===== config.mk =====
export PLATFORM = sky130hd
export DESIGN_NAME = tri_port_pio
export DESIGN_NICKNAME = d
export VERILOG_FILES = /design/src/rtl/pio_pkg.sv /design/src/rtl/pio_ctrl.sv /design/src/rtl/pio_latch.sv /design/src/rtl/pio_hs.sv /design/src/rtl/tri_port_pio.sv
export SDC_FILE = /design/constraint.sdc
export NUM_CORES = 1
export LEC_CHECK = 0
export BUFFER_PORTS_ARGS = -buffer_cell sky130_fd_sc_hd__clkbuf_2
export CORE_MARGIN = 1.5
export CORE_UTILIZATION = 39
export CTS_CLUSTER_DIAMETER = 30
export DETAILED_ROUTE_END_ITERATION = 8
export GPL_TIMING_DRIVEN = 0
export SETUP_SLACK_MARGIN = 0.1
export SYNTH_ARGS = -nofsm -noshare
export SYNTH_HDL_FRONTEND = slang
export SYNTH_HIERARCHICAL = 1
export SYNTH_SLANG_ARGS = --single-unit

===== constraint.sdc =====
create_clock -name clk -period 1.9 [get_ports clk]
set_input_delay 0.095 -clock clk [delete_from_list [all_inputs] [get_ports clk]]
set_output_delay 0.095 -clock clk [all_outputs]
set_load 0.005 [all_outputs]

===== src/rtl/pio_pkg.sv =====
package pio_pkg;
  localparam logic [1:0] OFS_A   = 2'd0;
  localparam logic [1:0] OFS_B   = 2'd1;
  localparam logic [1:0] OFS_C   = 2'd2;
  localparam logic [1:0] OFS_CTL = 2'd3;

  localparam logic [7:0] CTL_RESET = 8'h9B;

  localparam int BIT_MODE  = 7;
  localparam int BIT_HS    = 5;
  localparam int BIT_A_IN  = 4;
  localparam int BIT_CU_IN = 3;
  localparam int BIT_B_IN  = 1;
  localparam int BIT_CL_IN = 0;

  typedef struct packed {
    logic hs_en;
    logic a_in;
    logic b_in;
    logic cu_in;
    logic cl_in;
  } dir_t;
endpackage


===== src/rtl/pio_ctrl.sv =====
module pio_ctrl
  import pio_pkg::*;
#(
  parameter int DW = 8
) (
  input  logic          clk,
  input  logic          rst_n,
  input  logic          wr_en,
  input  logic [1:0]    addr,
  input  logic [DW-1:0] wdata,
  output logic [DW-1:0] ctl_word,
  output dir_t          dir,
  output logic          mode_set
);
  logic ctl_sel;

  assign ctl_sel  = wr_en && (addr == OFS_CTL);
  assign mode_set = ctl_sel && wdata[BIT_MODE];

  always_ff @(posedge clk or negedge rst_n) begin
    if (!rst_n)        ctl_word <= DW'(CTL_RESET);
    else if (mode_set) ctl_word <= wdata;
  end

  always_comb begin
    dir.hs_en = ctl_word[BIT_HS];
    dir.a_in  = ctl_word[BIT_A_IN];
    dir.b_in  = ctl_word[BIT_B_IN];
    dir.cu_in = ctl_word[BIT_CU_IN];
    dir.cl_in = ctl_word[BIT_CL_IN];
  end

  AST_PLAIN_WORD_IGNORED: assert property (@(posedge clk) disable iff (!rst_n)
    (ctl_sel && !wdata[BIT_MODE]) |=> $stable(ctl_word));
endmodule


===== src/rtl/pio_latch.sv =====
module pio_latch #(
  parameter int W = 8
) (
  input  logic         clk,
  input  logic         rst_n,
  input  logic         clr,
  input  logic         we,
  input  logic [W-1:0] d,
  output logic [W-1:0] q
);
  always_ff @(posedge clk or negedge rst_n) begin
    if (!rst_n)   q <= '0;
    else if (clr) q <= '0;
    else if (we)  q <= d;
  end

  AST_CLEAR_ON_MODE: assert property (@(posedge clk) disable iff (!rst_n)
    clr |=> (q == '0));
  AST_LOAD_ON_WRITE: assert property (@(posedge clk) disable iff (!rst_n)
    (we && !clr) |=> (q == $past(d)));
endmodule


===== src/rtl/pio_hs.sv =====
module pio_hs #(
  parameter int W = 8
) (
  input  logic         clk,
  input  logic         rst_n,
  input  logic         en,
  input  logic         clr,
  input  logic         strobe,
  input  logic [W-1:0] pins,
  input  logic         rd_a,
  output logic [W-1:0] hold,
  output logic         ack
);
  logic strobe_q;
  logic rise;
  logic fall;

  assign rise = strobe && !strobe_q;
  assign fall = !strobe && strobe_q;

  always_ff @(posedge clk or negedge rst_n) begin
    if (!rst_n) strobe_q <= 1'b0;
    else        strobe_q <= strobe;
  end

  always_ff @(posedge clk or negedge rst_n) begin
    if (!rst_n)          hold <= '0;
    else if (clr)        hold <= '0;
    else if (en && rise) hold <= pins;
  end

  always_ff @(posedge clk or negedge rst_n) begin
    if (!rst_n)    ack <= 1'b0;
    else if (clr)  ack <= 1'b0;
    else if (!en)  ack <= 1'b0;
    else if (fall) ack <= 1'b0;
    else if (rd_a) ack <= 1'b1;
  end

  AST_CAPTURE_ON_RISE: assert property (@(posedge clk) disable iff (!rst_n)
    (en && !clr && strobe && !strobe_q) |=> (hold == $past(pins)));
  AST_ACK_ON_READ: assert property (@(posedge clk) disable iff (!rst_n)
    (en && !clr && rd_a && !(strobe_q && !strobe)) |=> ack);
  AST_ACK_DROP: assert property (@(posedge clk) disable iff (!rst_n)
    (strobe_q && !strobe) |=> !ack);
  AST_ACK_IDLE_LOW: assert property (@(posedge clk) disable iff (!rst_n)
    (!en) |=> !ack);
endmodule


===== src/rtl/tri_port_pio.sv =====
module tri_port_pio
  import pio_pkg::*;
#(
  parameter int DW = 8
) (
  input  logic          clk,
  input  logic          rst_n,
  input  logic          wr_en,
  input  logic          rd_en,
  input  logic [1:0]    addr,
  input  logic [DW-1:0] wdata,
  output logic [DW-1:0] rdata,
  input  logic [DW-1:0] pa_in,
  output logic [DW-1:0] pa_out,
  output logic [DW-1:0] pa_oe,
  input  logic [DW-1:0] pb_in,
  output logic [DW-1:0] pb_out,
  output logic [DW-1:0] pb_oe,
  input  logic [DW-1:0] pc_in,
  output logic [DW-1:0] pc_out,
  output logic [DW-1:0] pc_oe,
  input  logic          hs_strobe,
  output logic          hs_ack
);
  localparam int NPORT = 3;
  localparam int HW    = DW / 2;

  logic [DW-1:0]            ctl_word;
  dir_t                     dir;
  logic                     mode_set;
  logic [NPORT-1:0][DW-1:0] lat;
  logic [DW-1:0]            hold;
  logic                     hs_active;
  logic                     rd_a;
  logic [DW-1:0]            a_val, b_val, c_val;

  pio_ctrl #(.DW(DW)) u_ctrl (
    .clk(clk), .rst_n(rst_n), .wr_en(wr_en), .addr(addr), .wdata(wdata),
    .ctl_word(ctl_word), .dir(dir), .mode_set(mode_set)
  );

  for (genvar p = 0; p < NPORT; p++) begin : g_port
    pio_latch #(.W(DW)) u_lat (
      .clk(clk), .rst_n(rst_n), .clr(mode_set),
      .we(wr_en && (addr == 2'(p))), .d(wdata), .q(lat[p])
    );
  end

  assign hs_active = dir.hs_en && dir.a_in;
  assign rd_a      = rd_en && (addr == OFS_A);

  pio_hs #(.W(DW)) u_hs (
    .clk(clk), .rst_n(rst_n), .en(hs_active), .clr(mode_set),
    .strobe(hs_strobe), .pins(pa_in), .rd_a(rd_a), .hold(hold), .ack(hs_ack)
  );

  assign pa_out = lat[0];
  assign pb_out = lat[1];
  assign pc_out = lat[2];
  assign pa_oe  = {DW{~dir.a_in}};
  assign pb_oe  = {DW{~dir.b_in}};
  assign pc_oe  = {{HW{~dir.cu_in}}, {HW{~dir.cl_in}}};

  always_comb begin
    if (hs_active)      a_val = hold;
    else if (dir.a_in)  a_val = pa_in;
    else                a_val = lat[0];
    b_val = dir.b_in ? pb_in : lat[1];
    c_val[DW-1:HW] = dir.cu_in ? pc_in[DW-1:HW] : lat[2][DW-1:HW];
    c_val[HW-1:0]  = dir.cl_in ? pc_in[HW-1:0]  : lat[2][HW-1:0];
  end

  always_ff @(posedge clk or negedge rst_n) begin
    if (!rst_n) rdata <= '0;
    else if (rd_en) begin
      case (addr)
        OFS_A:   rdata <= a_val;
        OFS_B:   rdata <= b_val;
        OFS_C:   rdata <= c_val;
        default: rdata <= ctl_word;
      endcase
    end
  end

  AST_OE_FOLLOWS_WORD: assert property (@(posedge clk) disable iff (!rst_n)
    mode_set |=> (pa_oe == {DW{~$past(wdata[BIT_A_IN])}}));
  AST_LIVE_PIN_READ: assert property (@(posedge clk) disable iff (!rst_n)
    (rd_en && addr == OFS_B && dir.b_in) |=> (rdata == $past(pb_in)));
  AST_OUT_PORT_READ: assert property (@(posedge clk) disable iff (!rst_n)
    (rd_en && addr == OFS_B && !dir.b_in) |=> (rdata == $past(pb_out)));
  AST_RDATA_HOLDS: assert property (@(posedge clk) disable iff (!rst_n)
    (!rd_en) |=> $stable(rdata));
endmodule


**Yosys cells after proc, flatten, opt, wreduce, memory -nomap -nowiden**

Cells that the tools add are included.

- Word-level logic and storage cells: 51
- Register bits: 50

- Bitwise gates (word level): 4
- Multiplexer cells: 18
- Equal/unequal tests: 4
- Reduce and logical (&&, ||, !) cells: 17

Operators with widths:

| operator | number |
|---|---|
| $mux W8 | 11 |
| $pmux W8 S3 | 1 |
| $logic_and A1 B1 Y1 | 10 |
| $mux W4 | 2 |
| $reduce_bool A2 Y1 | 4 |
| $eq A2 B2 Y1 const B | 2 |
| $mux W1 | 4 |
| $ne A4 B4 Y1 const B | 1 |
| $not A1 Y1 | 4 |
| $eq A2 B1 Y1 const B | 1 |
| $logic_not A1 Y1 | 2 |
| $logic_not A2 Y1 | 1 |

**Longest topological paths before layout**

Gate-level depths: netlist (run 1).

- Depth after elaboration: 6
- Mapped depth: 7
- Depth with buffers taken out: 4

**Hierarchy**

Netlist (run 1), hierarchy kept.

By module, submodules not included:

| module | cells an instance | seq. area each (µm²) | area each (µm²) | times used |
|---|---|---|---|---|
| tri_port_pio | 126 | 200.2 | 1146.1 | 1 |
| pio_latch | 26 | 200.2 | 325.3 | 3 |
| pio_hs | 40 | 250.2 | 480.5 | 1 |
| pio_ctrl | 23 | 206.4 | 355.3 | 1 |

**Worst setup path before layout (run 1)**

Ideal clock, no wire load.

- Kind: flip-flop to flip-flop
- Start: register u_ctrl.ctl_word[5]
- End: register rdata[2]
- Data required time: 1.768 ns
- Path buffers: 2
- Arrival time: 1.254 ns
- Library setup time: 0.132 ns
- Slack: 0.514 ns
- Period minus slack after synthesis: 1.386 ns
- Cell stages (with the launch flop): 6
- Cells stage by stage: dfrtp_1 -> buf_4 -> buf_6 -> mux2_4 -> a221oi_2 -> o22ai_1

- Cells in the longest elaborated chain, start to end: 3

Ends and longest elaborated chain:

| element | line | source |
|---|---|---|
| start, declared | pio_ctrl.sv:11 | `output logic [DW-1:0] ctl_word,` |
| start signal, assigned | pio_ctrl.sv:21 | `if (!rst_n) ctl_word <= DW'(CTL_RESET);` |
| start signal, assigned | pio_ctrl.sv:22 | `else if (mode_set) ctl_word <= wdata;` |
| $logic_and A1 B1 Y1 | tri_port_pio.sv:49 | `assign hs_active = dir.hs_en && dir.a_in;` |
| $mux W8 | tri_port_pio.sv:65 | `if (hs_active) a_val = hold;` |
| $pmux W8 S3 | tri_port_pio.sv:76 | `case (addr)` |
| end signal, assigned | tri_port_pio.sv:77 | `OFS_A: rdata <= a_val;` |
| end signal, assigned | tri_port_pio.sv:78 | `OFS_B: rdata <= b_val;` |
| end signal, assigned | tri_port_pio.sv:79 | `OFS_C: rdata <= c_val;` |
| end, declared | tri_port_pio.sv:12 | `output logic [DW-1:0] rdata,` |

Every way passes these cells.
A chain may end at the register's enable or synchronous reset.

**Worst setup path in the final report (run 1)**

- Start: register u_ctrl.ctl_word[5]
- End: register rdata[5]

- Cells in the longest elaborated chain, start to end: 3

Ends and longest elaborated chain:

| element | line |
|---|---|
| $logic_and A1 B1 Y1 | tri_port_pio.sv:49 |
| $mux W8 | tri_port_pio.sv:65 |
| $pmux W8 S3 * | tri_port_pio.sv:76 |

Mark *: on every way between the ends. The rest lies on a longest branch, timed or not.

==> results of run 1 <==
==> worst max-delay path by stage <==
stage,slack [ns],start,end,depth (start not counted)
6_report,0.24,u_ctrl/ctl_word[5],rdata[5],5
2_1_floorplan,0.51,u_ctrl/ctl_word[5],rdata[2],5
5_1_grt,0.17,u_ctrl/ctl_word[5],rdata[5],5
3_5_place_dp,0.26,u_ctrl/ctl_word[5],rdata[1],5
3_3_place_gp,0.27,u_ctrl/ctl_word[5],rdata[5],5
4_1_cts,0.12,u_ctrl/ctl_word[1],pb_oe[6],5
==> layout make-up <==
type                            count  area [µm²]  area share (%)
Tap cell                           99         124            3.37
Buffer                             44         307            8.33
Multi-Input combinational cell    166        1370            37.1
Inverter                            6        22.5           0.612
Sequential cell                    50        1260            34.2
Clock buffer                        7        86.3            2.35
Timing Repair Buffer               97         510            13.9
Clock inverter                      1        5.00           0.136
==> power by group <==
group / switching, µW / internal, µW / total [µW]
logic: 523 / 671 / 1190
clock network: 357 / 295 / 652
registers: 155 / 1290 / 1440
total: 1030 / 2250 / 3290
==> synthesized netlist by cell type, drive strengths merged <==
cell type	n
o21a	8
and2	1
dfstp	5
mux2i	40
nand4b	8
dfrtp	45
o21ai	8
clkbuf	4
and3b	1
o22ai	8
nor3	1
buf	41
or2b	1
a221oi	8
nand2b	18
nand4	1
nor3b	1
inv	6
nor2b	2
nor2	28
o221ai	8
nor4b	1
mux2	23
==> per-layer routing <==
layer | share of wire [%] | up-vias
li1 | - | 1142
met1 | 49 | 1103
met2 | 46 | 71
met3 | 4.8 | 4
met4 | 0.46 | 0
met5 | 0 | -
==> what timing repair did <==
item / CTS / global route
setup endpoints to repair: 0 / 7
hold buffers: 1 / 1
endpoints found under the hold margin: 1 / 12
==> state kept, by name, indices dropped and copies added (netlist names) <==
signal	count
g_port.u_lat/q	24
u_hs/strobe_q	1
u_ctrl/ctl_word	8
u_hs/ack	1
rdata	8
u_hs/hold	8
==> worst max-delay path, delay by kind of cell (launching register included) <==
| kind | cells | cell delay, ns |
|---|---|---|
| flip-flops | 1 | 0.41 |
| multiplexers | 1 | 0.30 |
| buffers and inverters | 2 | 0.28 |
| AO/OA/AOI/OAI | 2 | 0.54 |
==> stage by stage <==
step	utilization [%]	total power, µW	setup slack (ns)	cell area [µm²]
global route	50.4	3500	0.168	3680
CTS	50.1	3330	0.117	3650
global placement	48.7	2630	0.273	3550
detailed placement	48.7	2660	0.263	3550
floorplan	-	2190	0.514	2960
finish	50.4	3290	0.237	3680
==> logic make-up (layout without fill, tap and decap cells) <==
kind of cell           count (synthesis)  in the layout
muxes                                 63             63
and+or+nand+nor                       63             63
buffers and inverters                 51            155
DFF                                   50             50
AOI/OAI and AO/OA                     40             40
==> impl_summary.log, run 1 <==
[metrics] worst-case headroom to the max-slew limit: 68.8%
[metrics] area share of fa/ha/maj cells after synthesis: 0%
[metrics] number of standard-cell rows in the floorplan: 31
[metrics] required time of the worst setup path: 2.07 ns
[metrics] RSZ-0062 raised after global routing: no
[metrics] Static Leakage: 0.00177 µW
[metrics] # placed instances: 460
[metrics] clock latency on the worst-skew pair: 0.30 ns
[metrics] most frequent standard cell in the layout excluding fill and tap cells: clkbuf_2
[metrics] first-pass GRT wire length: 11.9 mm
[metrics] sequence of cells on the critical path: buf_4 -> buf_6 -> mux2_4 -> a221oi_1 -> o22ai_1
[metrics] Post-Synth Simple-Gate Area: 12.7%
[metrics] post-cts gate resize count: 0
[metrics] setup-violating endpoint count in the final report: 0
[metrics] terminating pin of the worst hold path: u_hs/hold[3]
[metrics] met3 Resource Use GR: 3.21%
[metrics] setup slack on the worst flop-to-flop path: 0.24 ns
[metrics] vias after detailed routing: 2320
[metrics] critical path launch point type: flip-flop
[metrics] compound-cell area share of the yosys netlist: 10.4%
[metrics] min Tclk post-route: 1.66 ns
[metrics] met2 Resource Use GR: 28.5%
[metrics] Tcrit/Tclk final: 87.5%
[metrics] initial core utilization: 40.6%
[metrics] Setup crit end kind: flip-flop
[metrics] synthesized-area fraction occupied by xor and xnor cells: 0%
[metrics] count of pins over their slew limit: 0
[metrics] remaining number of nets flagged by the antenna check after routing: 0
[metrics] Fin Setup TNS: 0 ns
[metrics] number of global-route vias before repair: 2290
[metrics] final standard cell count with taps included and fillers excluded: 470
[metrics] post-detailed-routing wire length: 7.36 mm
[metrics] terminus of the critical flop-to-flop path: rdata[5]
[metrics] clock-pin slew reported for the worst setup and hold paths after clock tree synthesis: 0.10 ns
[metrics] share of layout cells above drive strength 1: 46.9%
[metrics] net count of the mapped netlist: 306
[metrics] Post-CTS Setup Bufs: 0
[metrics] detailed-routing iteration count for the pre-antenna-repair pass: 4
[metrics] pin count of the biggest net entering global routing: 51
[metrics] commonest cells after routing, fill and taps aside: clkbuf_2, dfrtp_1, mux2i_1, nor2_1, buf_4
[metrics] classification of the worst-slack hold path: input port to flip-flop
[metrics] Yosys warning count: 6
[metrics] total number of nets in the final design: 409
[metrics] post-synthesis cell type count: 32
[metrics] #FFs+latches synth: 50
[metrics] final hold violations: 0
[metrics] actual slew at the worst max-slew pin: 0.468 ns
[metrics] fraction of the yosys area taken by sequential cells: 42.5%
[metrics] main area contributors after synthesis: dfrtp_1, mux2i_1, buf_4
[metrics] library cell with the largest summed area after synthesis: dfrtp_1
[metrics] number of cells on the worst reg-to-reg path: 5
[metrics] Ant. Diodes: 0
[metrics] category of the most critical setup path: flip-flop to flip-flop
[metrics] portion of netlist area occupied by mux cells: 23.1%
[metrics] Max Freq: 601 MHz
[metrics] setup clock skew after layout: 0.00742 ns
[metrics] most heavily used metal layer in global routing: met2
[metrics] clock tree from TritonCTS: yes
[metrics] number of fill cells in the layout: 737
[metrics] Remaining Overflow, GRT: 0
[metrics] number of cells on the worst hold path: 3
[metrics] Post-Synthesis Cell Area: 2960 µm²
[metrics] largest family of logic cells by synthesized area: multiplexers
[metrics] number of DRC markers after the initial detailed-route iteration: 104
[metrics] maximum single-stage delay on the critical path: 0.41 ns
[metrics] cell count after synthesis: 267
[metrics] overall die width: 90.1 µm
[metrics] H-Tree Level Count: 2
[metrics] source of the worst register-to-register timing path: u_ctrl/ctl_word[5]
[metrics] detailed placement HPWL: 5.76 mm
[metrics] Arr. time, crit path: 1.83 ns
[metrics] last weighted congestion value of the routability-driven placer: 0.800
[metrics] average cell area after synthesis: 11.1 µm²
[metrics] Vias per Instance: 4.94
[metrics] Die Ht: 90.1 µm
[metrics] GRT met1 Usage: 26.5%
[metrics] Clock Tree Buf Depth: 2
[metrics] DRC errors left: 0
[metrics] boundary pin count: 96
[metrics] clock root buffer: clkbuf_8
[metrics] VDD IR max: 0.405 mV
[metrics] synth-to-layout area growth: 24.4%
[metrics] number of clock buffers inserted by TritonCTS: 5
[metrics] total die area: 8120 µm²
[metrics] TritonCTS sink count: 50
[metrics] status: completed
[metrics] number of antenna violations at the first check in global routing: 0
[metrics] crit-path max FO: 9
[metrics] Critical Path Slowest Stage Cell: dfrtp_1
[metrics] Maximum Capacitance Violations: 0
[metrics] IO buf count: 94
[metrics] total global routing track utilization: 18.4%
[metrics] core area: 7290 µm²
[metrics] start point of the worst hold path: pa_in[3]
[metrics] fraction of synthesized cell area taken by the top area cell type: 38.1%
[metrics] power per cell area: 893 nW/µm²
[metrics] worst slack on hold paths: 0.0406 ns
[metrics] detailed-route wire length per cell: 15.7 µm
Power figures use the tool's default switching activity.
==> run 2: changes to the inputs <==
--- a/config.mk
+++ b/config.mk
@@ -6,6 +6,7 @@
 export NUM_CORES = 1
 export LEC_CHECK = 0
 export BUFFER_PORTS_ARGS = -buffer_cell sky130_fd_sc_hd__clkbuf_2
+export CORE_ASPECT_RATIO = 2
 export CORE_MARGIN = 1.5
 export CORE_UTILIZATION = 39
 export CTS_CLUSTER_DIAMETER = 30
==> constraint.sdc (replaced) <==
create_clock -name clk -period 1.9 [get_ports clk]
set_input_delay 0.19 -clock clk [delete_from_list [all_inputs] [get_ports clk]]
set_output_delay 0.19 -clock clk [all_outputs]
set_load 0.005 [all_outputs]
==> impl_summary.log, run 2 (synthesis results as in run 1) <==
[metrics] crit path capture: pb_oe[5]
[metrics] pin count of the biggest net entering global routing: 51
[metrics] smallest setup slack after layout: 0.241 ns
[metrics] total die area: 8150 µm²
[metrics] RSZ-0062 raised after global routing: no
[metrics] number of clock buffers inserted by TritonCTS: 5
[metrics] synth-to-layout area growth: 25.5%
[metrics] number of standard-cell rows in the floorplan: 44
[metrics] Remaining Overflow, GRT: 0
[metrics] met2 Resource Use GR: 34.7%
[metrics] total number of nets in the final design: 408
[metrics] number of global-route vias before repair: 2386
[metrics] combinational fraction of design power: 33.7%
[metrics] classification of the worst-slack hold path: input port to flip-flop
[metrics] number of cells on the worst reg-to-reg path: 5
[metrics] crit-path max FO: 9
[metrics] sequence of cells on the critical path: buf_4 -> inv_1 -> buf_4 -> clkbuf_2
[metrics] VDD IR max: 0.580 mV
[metrics] clock latency on the worst-skew pair: 0.30 ns
[metrics] overall die width: 64.6 µm
[metrics] count of pins over their slew limit: 0
[metrics] clock root buffer: clkbuf_16
[metrics] maximum single-stage delay on the critical path: 0.54 ns
[metrics] clock tree from TritonCTS: yes
[metrics] Ant. Diodes: 0
[metrics] net switching power: 1080 µW
[metrics] vias after detailed routing: 2353
[metrics] detailed-routing iteration count for the pre-antenna-repair pass: 4
[metrics] power per cell area: 949 nW/µm²
[metrics] Buffers & Inverters on Critical Path: 4
[metrics] Post-Place Worst Slack: 0.306 ns
[metrics] number of DRC markers after the initial detailed-route iteration: 95
[metrics] post-detailed-routing wire length: 7.66 mm
[metrics] most heavily used metal layer in global routing: met2
[metrics] Arr. time, crit path: 1.47 ns
[metrics] worst-case headroom to the max-slew limit: 65.7%
[metrics] setup clock skew after layout: 0.00840 ns
[metrics] setup slack on the worst flop-to-flop path: 0.32 ns
[metrics] post-route standard cell area excluding fillers: 3710 µm²
[metrics] IO buf count: 94
[metrics] critical path launch point type: flip-flop
[metrics] commonest cells after routing, fill and taps aside: clkbuf_2, dfrtp_1, mux2i_1, nor2_1, buf_4
[metrics] TritonCTS sink count: 50
[metrics] last weighted congestion value of the routability-driven placer: 0.797
[metrics] fraction of power consumed by the clock network: 25.6%
[metrics] fraction of power consumed by sequential logic: 40.8%
[metrics] Vias per Instance: 5.09
[metrics] critical path's top delay family: buffers and inverters
[metrics] terminus of the critical flop-to-flop path: rdata[6]
[metrics] placed standard-cell area: 3540 µm²
[metrics] source of the worst register-to-register timing path: u_ctrl/ctl_word[5]
[metrics] clock-pin slew reported for the worst setup and hold paths after clock tree synthesis: 0.07 ns
[metrics] core area: 7320 µm²
[metrics] post-cts gate resize count: 0
[metrics] first-pass GRT wire length: 12.3 mm
[metrics] required time of the worst setup path: 1.71 ns
[metrics] Int Power: 2450 µW
[metrics] Tcrit/Tclk final: 87.3%
[metrics] Static Leakage: 0.00179 µW
[metrics] share of layout cells above drive strength 1: 47.0%
[metrics] GRT met1 Usage: 22.7%
[metrics] Reg with most FFs: g_port.u_lat/q
[metrics] DRC errors left: 0
[metrics] category of the most critical setup path: flip-flop to output pin
[metrics] H-Tree Level Count: 2
[metrics] final hold violations: 0
[metrics] most used cell along the critical path: buf_4
[metrics] Clock Tree Buf Depth: 2
[metrics] initial core utilization: 40.4%
[metrics] Post-CTS Setup Bufs: 0
[metrics] Fin Setup TNS: 0 ns
[metrics] number of flip-flops under the largest register name: 24
[metrics] Die Ht: 126 µm
[metrics] Setup crit end kind: output pin
[metrics] final standard cell utilization of the core: 50.7%
[metrics] status: completed
[metrics] actual slew at the worst max-slew pin: 0.514 ns
[metrics] met3 Resource Use GR: 3.04%
[metrics] detailed placement HPWL: 5.92 mm
[metrics] number of antenna violations at the first check in global routing: 0
[metrics] most frequent standard cell in the layout excluding fill and tap cells: clkbuf_2
[metrics] boundary pin count: 96
[metrics] Switching Share: 30.6%
[metrics] detailed-route wire length per cell: 16.6 µm
[metrics] Maximum Capacitance Violations: 0
[metrics] min Tclk post-route: 1.66 ns
[metrics] Critical Path Slowest Stage Cell: dfstp_2
[metrics] total global routing track utilization: 19.9%
[metrics] launching element of the worst setup path: u_ctrl/ctl_word[1]
[metrics] critical path depth: 4
[metrics] setup-violating endpoint count in the final report: 0
[metrics] remaining number of nets flagged by the antenna check after routing: 0
[metrics] Max Freq: 603 MHz
==> run 2: what timing repair did <==
action | 4_1_cts | 5_1_grt
setup endpoints to repair | 7 | 0
endpoints found under the hold margin | 0 | 12
hold buffers | 0 | 1
==> run 2: worst min path at each step <==
stage / end / cells past startpoint / start
2_1_floorplan: g_port[0].u_lat/q[0] / 0 / rst_n
3_3_place_gp: u_hs/strobe_q / 1 / hs_strobe
3_5_place_dp: u_hs/strobe_q / 1 / hs_strobe
4_1_cts: u_hs/strobe_q / 1 / hs_strobe
5_1_grt: u_hs/strobe_q / 1 / hs_strobe
6_report: u_hs/strobe_q / 1 / hs_strobe
==> run 2: stage by stage <==
stage	power (µW)	instances	hold WS, ns
floorplan	2190	267	-0.106
global placement	2630	453	0.336
detailed placement	2660	453	0.340
CTS	3560	460	0.0300
global route	3740	462	0.0374
finish	3520	462	0.0303
==> run 2: power by group through the flow <==
stage / registers (µW) / logic, µW / clock network (µW)
after detailed placement: 1460 / 1200 / 0
after CTS: 1440 / 1200 / 918
after floorplan: 1430 / 762 / 0
final: 1440 / 1190 / 900
after global placement: 1450 / 1180 / 0
after global routing: 1460 / 1310 / 962
==> run 2: area by class of cell <==
cell class	instances	area, µm²
clock inverters	2	13.8
fillers	725	3610
well taps	92	115
clock buffers	6	129
plain buffers	44	307
multi-input cells	166	1370
inverters	6	22.5
repair buffers	96	500
flip-flops and latches	50	1260
==> run 2: routing by layer <==
metal	routed length, µm	up-vias	share of wire, %
li1	-	1133	-
met1	2930	1128	38
met2	4180	71	55
met3	264	21	3.4
met4	290	0	3.8
met5	0	-	0
==> run 3: changes to the inputs <==
--- a/config.mk
+++ b/config.mk
@@ -8,10 +8,11 @@
 export BUFFER_PORTS_ARGS = -buffer_cell sky130_fd_sc_hd__clkbuf_2
 export CORE_ASPECT_RATIO = 2
 export CORE_MARGIN = 1.5
-export CORE_UTILIZATION = 39
+export CORE_UTILIZATION = 48
 export CTS_CLUSTER_DIAMETER = 30
 export DETAILED_ROUTE_END_ITERATION = 8
 export GPL_TIMING_DRIVEN = 0
+export PLACE_DENSITY = 0.76
 export SETUP_SLACK_MARGIN = 0.1
 export SYNTH_ARGS = -nofsm -noshare
 export SYNTH_HDL_FRONTEND = slang
==> impl_summary.log, run 3 (synthesis results as in run 1) <==
[metrics] pin count of the biggest net entering global routing: 51
[metrics] Ant. Diodes: 0
[metrics] most used cell along the critical path: buf_4
[metrics] clock tree from TritonCTS: yes
[metrics] last weighted congestion value of the routability-driven placer: 0.815
[metrics] Fin Setup TNS: 0 ns
[metrics] Max Freq: 608 MHz
[metrics] clock root buffer: clkbuf_16
[metrics] Die Ht: 114 µm
[metrics] required time of the worst setup path: 1.71 ns
[metrics] TritonCTS sink count: 50
[metrics] total global routing track utilization: 23.8%
[metrics] critical path launch point type: flip-flop
[metrics] core area: 5960 µm²
[metrics] Arr. time, crit path: 1.45 ns
[metrics] total number of nets in the final design: 408
[metrics] Critical Path Slowest Stage Cell: dfstp_2
[metrics] number of global-route vias before repair: 2444
[metrics] overall die width: 58.5 µm
[metrics] commonest cells after routing, fill and taps aside: clkbuf_2, dfrtp_1, mux2i_1, nor2_1, buf_4
[metrics] clock latency on the worst-skew pair: 0.29 ns
[metrics] post-detailed-routing wire length: 7.57 mm
[metrics] Clock Tree Buf Depth: 2
[metrics] number of clock buffers inserted by TritonCTS: 5
[metrics] terminus of the critical flop-to-flop path: rdata[0]
[metrics] number of standard-cell rows in the floorplan: 40
[metrics] final hold violations: 0
[metrics] remaining number of nets flagged by the antenna check after routing: 0
[metrics] Static Leakage: 0.00179 µW
[metrics] critical path's top delay family: buffers and inverters
[metrics] first-pass GRT wire length: 11.9 mm
[metrics] VDD IR max: 0.730 mV
[metrics] detailed-routing iteration count for the pre-antenna-repair pass: 5
[metrics] boundary pin count: 96
[metrics] vias after detailed routing: 2394
[metrics] number of DRC markers after the initial detailed-route iteration: 58
[metrics] setup slack on the worst flop-to-flop path: 0.32 ns
[metrics] number of antenna violations at the first check in global routing: 0
[metrics] actual slew at the worst max-slew pin: 0.511 ns
[metrics] category of the most critical setup path: flip-flop to output pin
[metrics] crit path capture: pb_oe[5]
[metrics] setup-violating endpoint count in the final report: 0
[metrics] min Tclk post-route: 1.64 ns
[metrics] share of layout cells above drive strength 1: 47.3%
[metrics] DRC errors left: 0
[metrics] critical path depth: 4
[metrics] total power consumption of the routed design: 3560 µW
[metrics] detailed-route wire length per cell: 17.5 µm
[metrics] clock-pin slew reported for the worst setup and hold paths after clock tree synthesis: 0.07 ns
[metrics] detailed placement HPWL: 5.82 mm
[metrics] count of pins over their slew limit: 0
[metrics] source of the worst register-to-register timing path: u_ctrl/ctl_word[5]
[metrics] Reg with most FFs: g_port.u_lat/q
[metrics] crit-path max FO: 9
[metrics] Maximum Capacitance Violations: 0
[metrics] Remaining Overflow, GRT: 0
[metrics] worst-case headroom to the max-slew limit: 65.9%
[metrics] classification of the worst-slack hold path: input port to flip-flop
[metrics] post-cts gate resize count: 0
[metrics] Post-CTS Setup Bufs: 0
[metrics] final standard cell utilization of the core: 61.8%
[metrics] synth-to-layout area growth: 24.5%
[metrics] most frequent standard cell in the layout excluding fill and tap cells: clkbuf_2
[metrics] Tcrit/Tclk final: 86.5%
[metrics] Buffers & Inverters on Critical Path: 4
[metrics] total die area: 6670 µm²
[metrics] RSZ-0062 raised after global routing: no
[metrics] sequence of cells on the critical path: buf_4 -> inv_1 -> buf_4 -> clkbuf_2
[metrics] status: completed
[metrics] Setup crit end kind: output pin
[metrics] number of fill cells in the layout: 507
[metrics] power per cell area: 965 nW/µm²
[metrics] H-Tree Level Count: 2
[metrics] Vias per Instance: 5.53
[metrics] number of cells on the worst reg-to-reg path: 5
[metrics] number of flip-flops under the largest register name: 24
[metrics] initial core utilization: 49.7%
[metrics] IO buf count: 94
[metrics] maximum single-stage delay on the critical path: 0.54 ns
[metrics] combined area of the multi-input logic cells: 1370 µm²
[metrics] area occupied by registers: 1260 µm²
[metrics] setup clock skew after layout: 0.0102 ns
[metrics] launching element of the worst setup path: u_ctrl/ctl_word[1]
## run 3: cell count changes in the layout (fill, tap and decap cells not counted)
cell,change
clkinv_4,-1
clkinvlp_4,+1
clkbuf_8,+1
clkbuf_1,-1
## run 3: worst register-to-register path: cells and delay by family, from the launching register on
family	cells	cell delay, ns
AO/OA/AOI/OAI	2	0.47
flip-flops	1	0.40
multiplexers	1	0.30
buffers and inverters	2	0.28
## run 3: layout make-up
type | instances | share of cell area (%)
Buffer | 44 | 8.32
Clock buffer | 6 | 3.77
Clock inverter | 2 | 0.340
Inverter | 6 | 0.611
Multi-Input combinational cell | 166 | 37.1
Sequential cell | 50 | 34.1
Tap cell | 63 | 2.14
Timing Repair Buffer | 96 | 13.6
## run 3: worst min path at each step
stage,start,endpoint,slack [ns],cells past startpoint
floorplan,rst_n,g_port[0].u_lat/q[0],-0.11,0
global placement,hs_strobe,u_hs/strobe_q,0.34,1
detailed placement,hs_strobe,u_hs/strobe_q,0.34,1
CTS,hs_strobe,u_hs/strobe_q,0.03,1
global route,hs_strobe,u_hs/strobe_q,0.04,1
finish,hs_strobe,u_hs/strobe_q,0.04,1
## run 3: what timing repair did
action,CTS,global route
setup endpoints to repair,7,0
hold endpoints to repair,0,8
hold buffers,0,1
## run 3: layer usage
metal	GRT usage [%]	up-vias	share of wire, %
met5	0	-	0
met4	11.6	0	2.4
met1	25.0	1170	36
met3	3.85	14	4.2
met2	43.9	82	57
li1	-	1128	-
## run 3: through the flow
| step | setup slack (ns) | cell area (µm²) | cells | hold WS, ns |
|---|---|---|---|---|
| after floorplan | 0.514 | 2960 | 267 | -0.106 |
| after global placement | 0.329 | 3510 | 424 | 0.335 |
| after detailed placement | 0.313 | 3510 | 424 | 0.336 |
| after CTS | 0.260 | 3650 | 431 | 0.0348 |
| after global routing | 0.197 | 3680 | 433 | 0.0448 |
| final | 0.256 | 3680 | 433 | 0.0366 |
## run 3: power breakdown
part	switching, µW	internal [µW]
clock network	395	522
logic	524	670
registers	158	1290
total	1080	2480
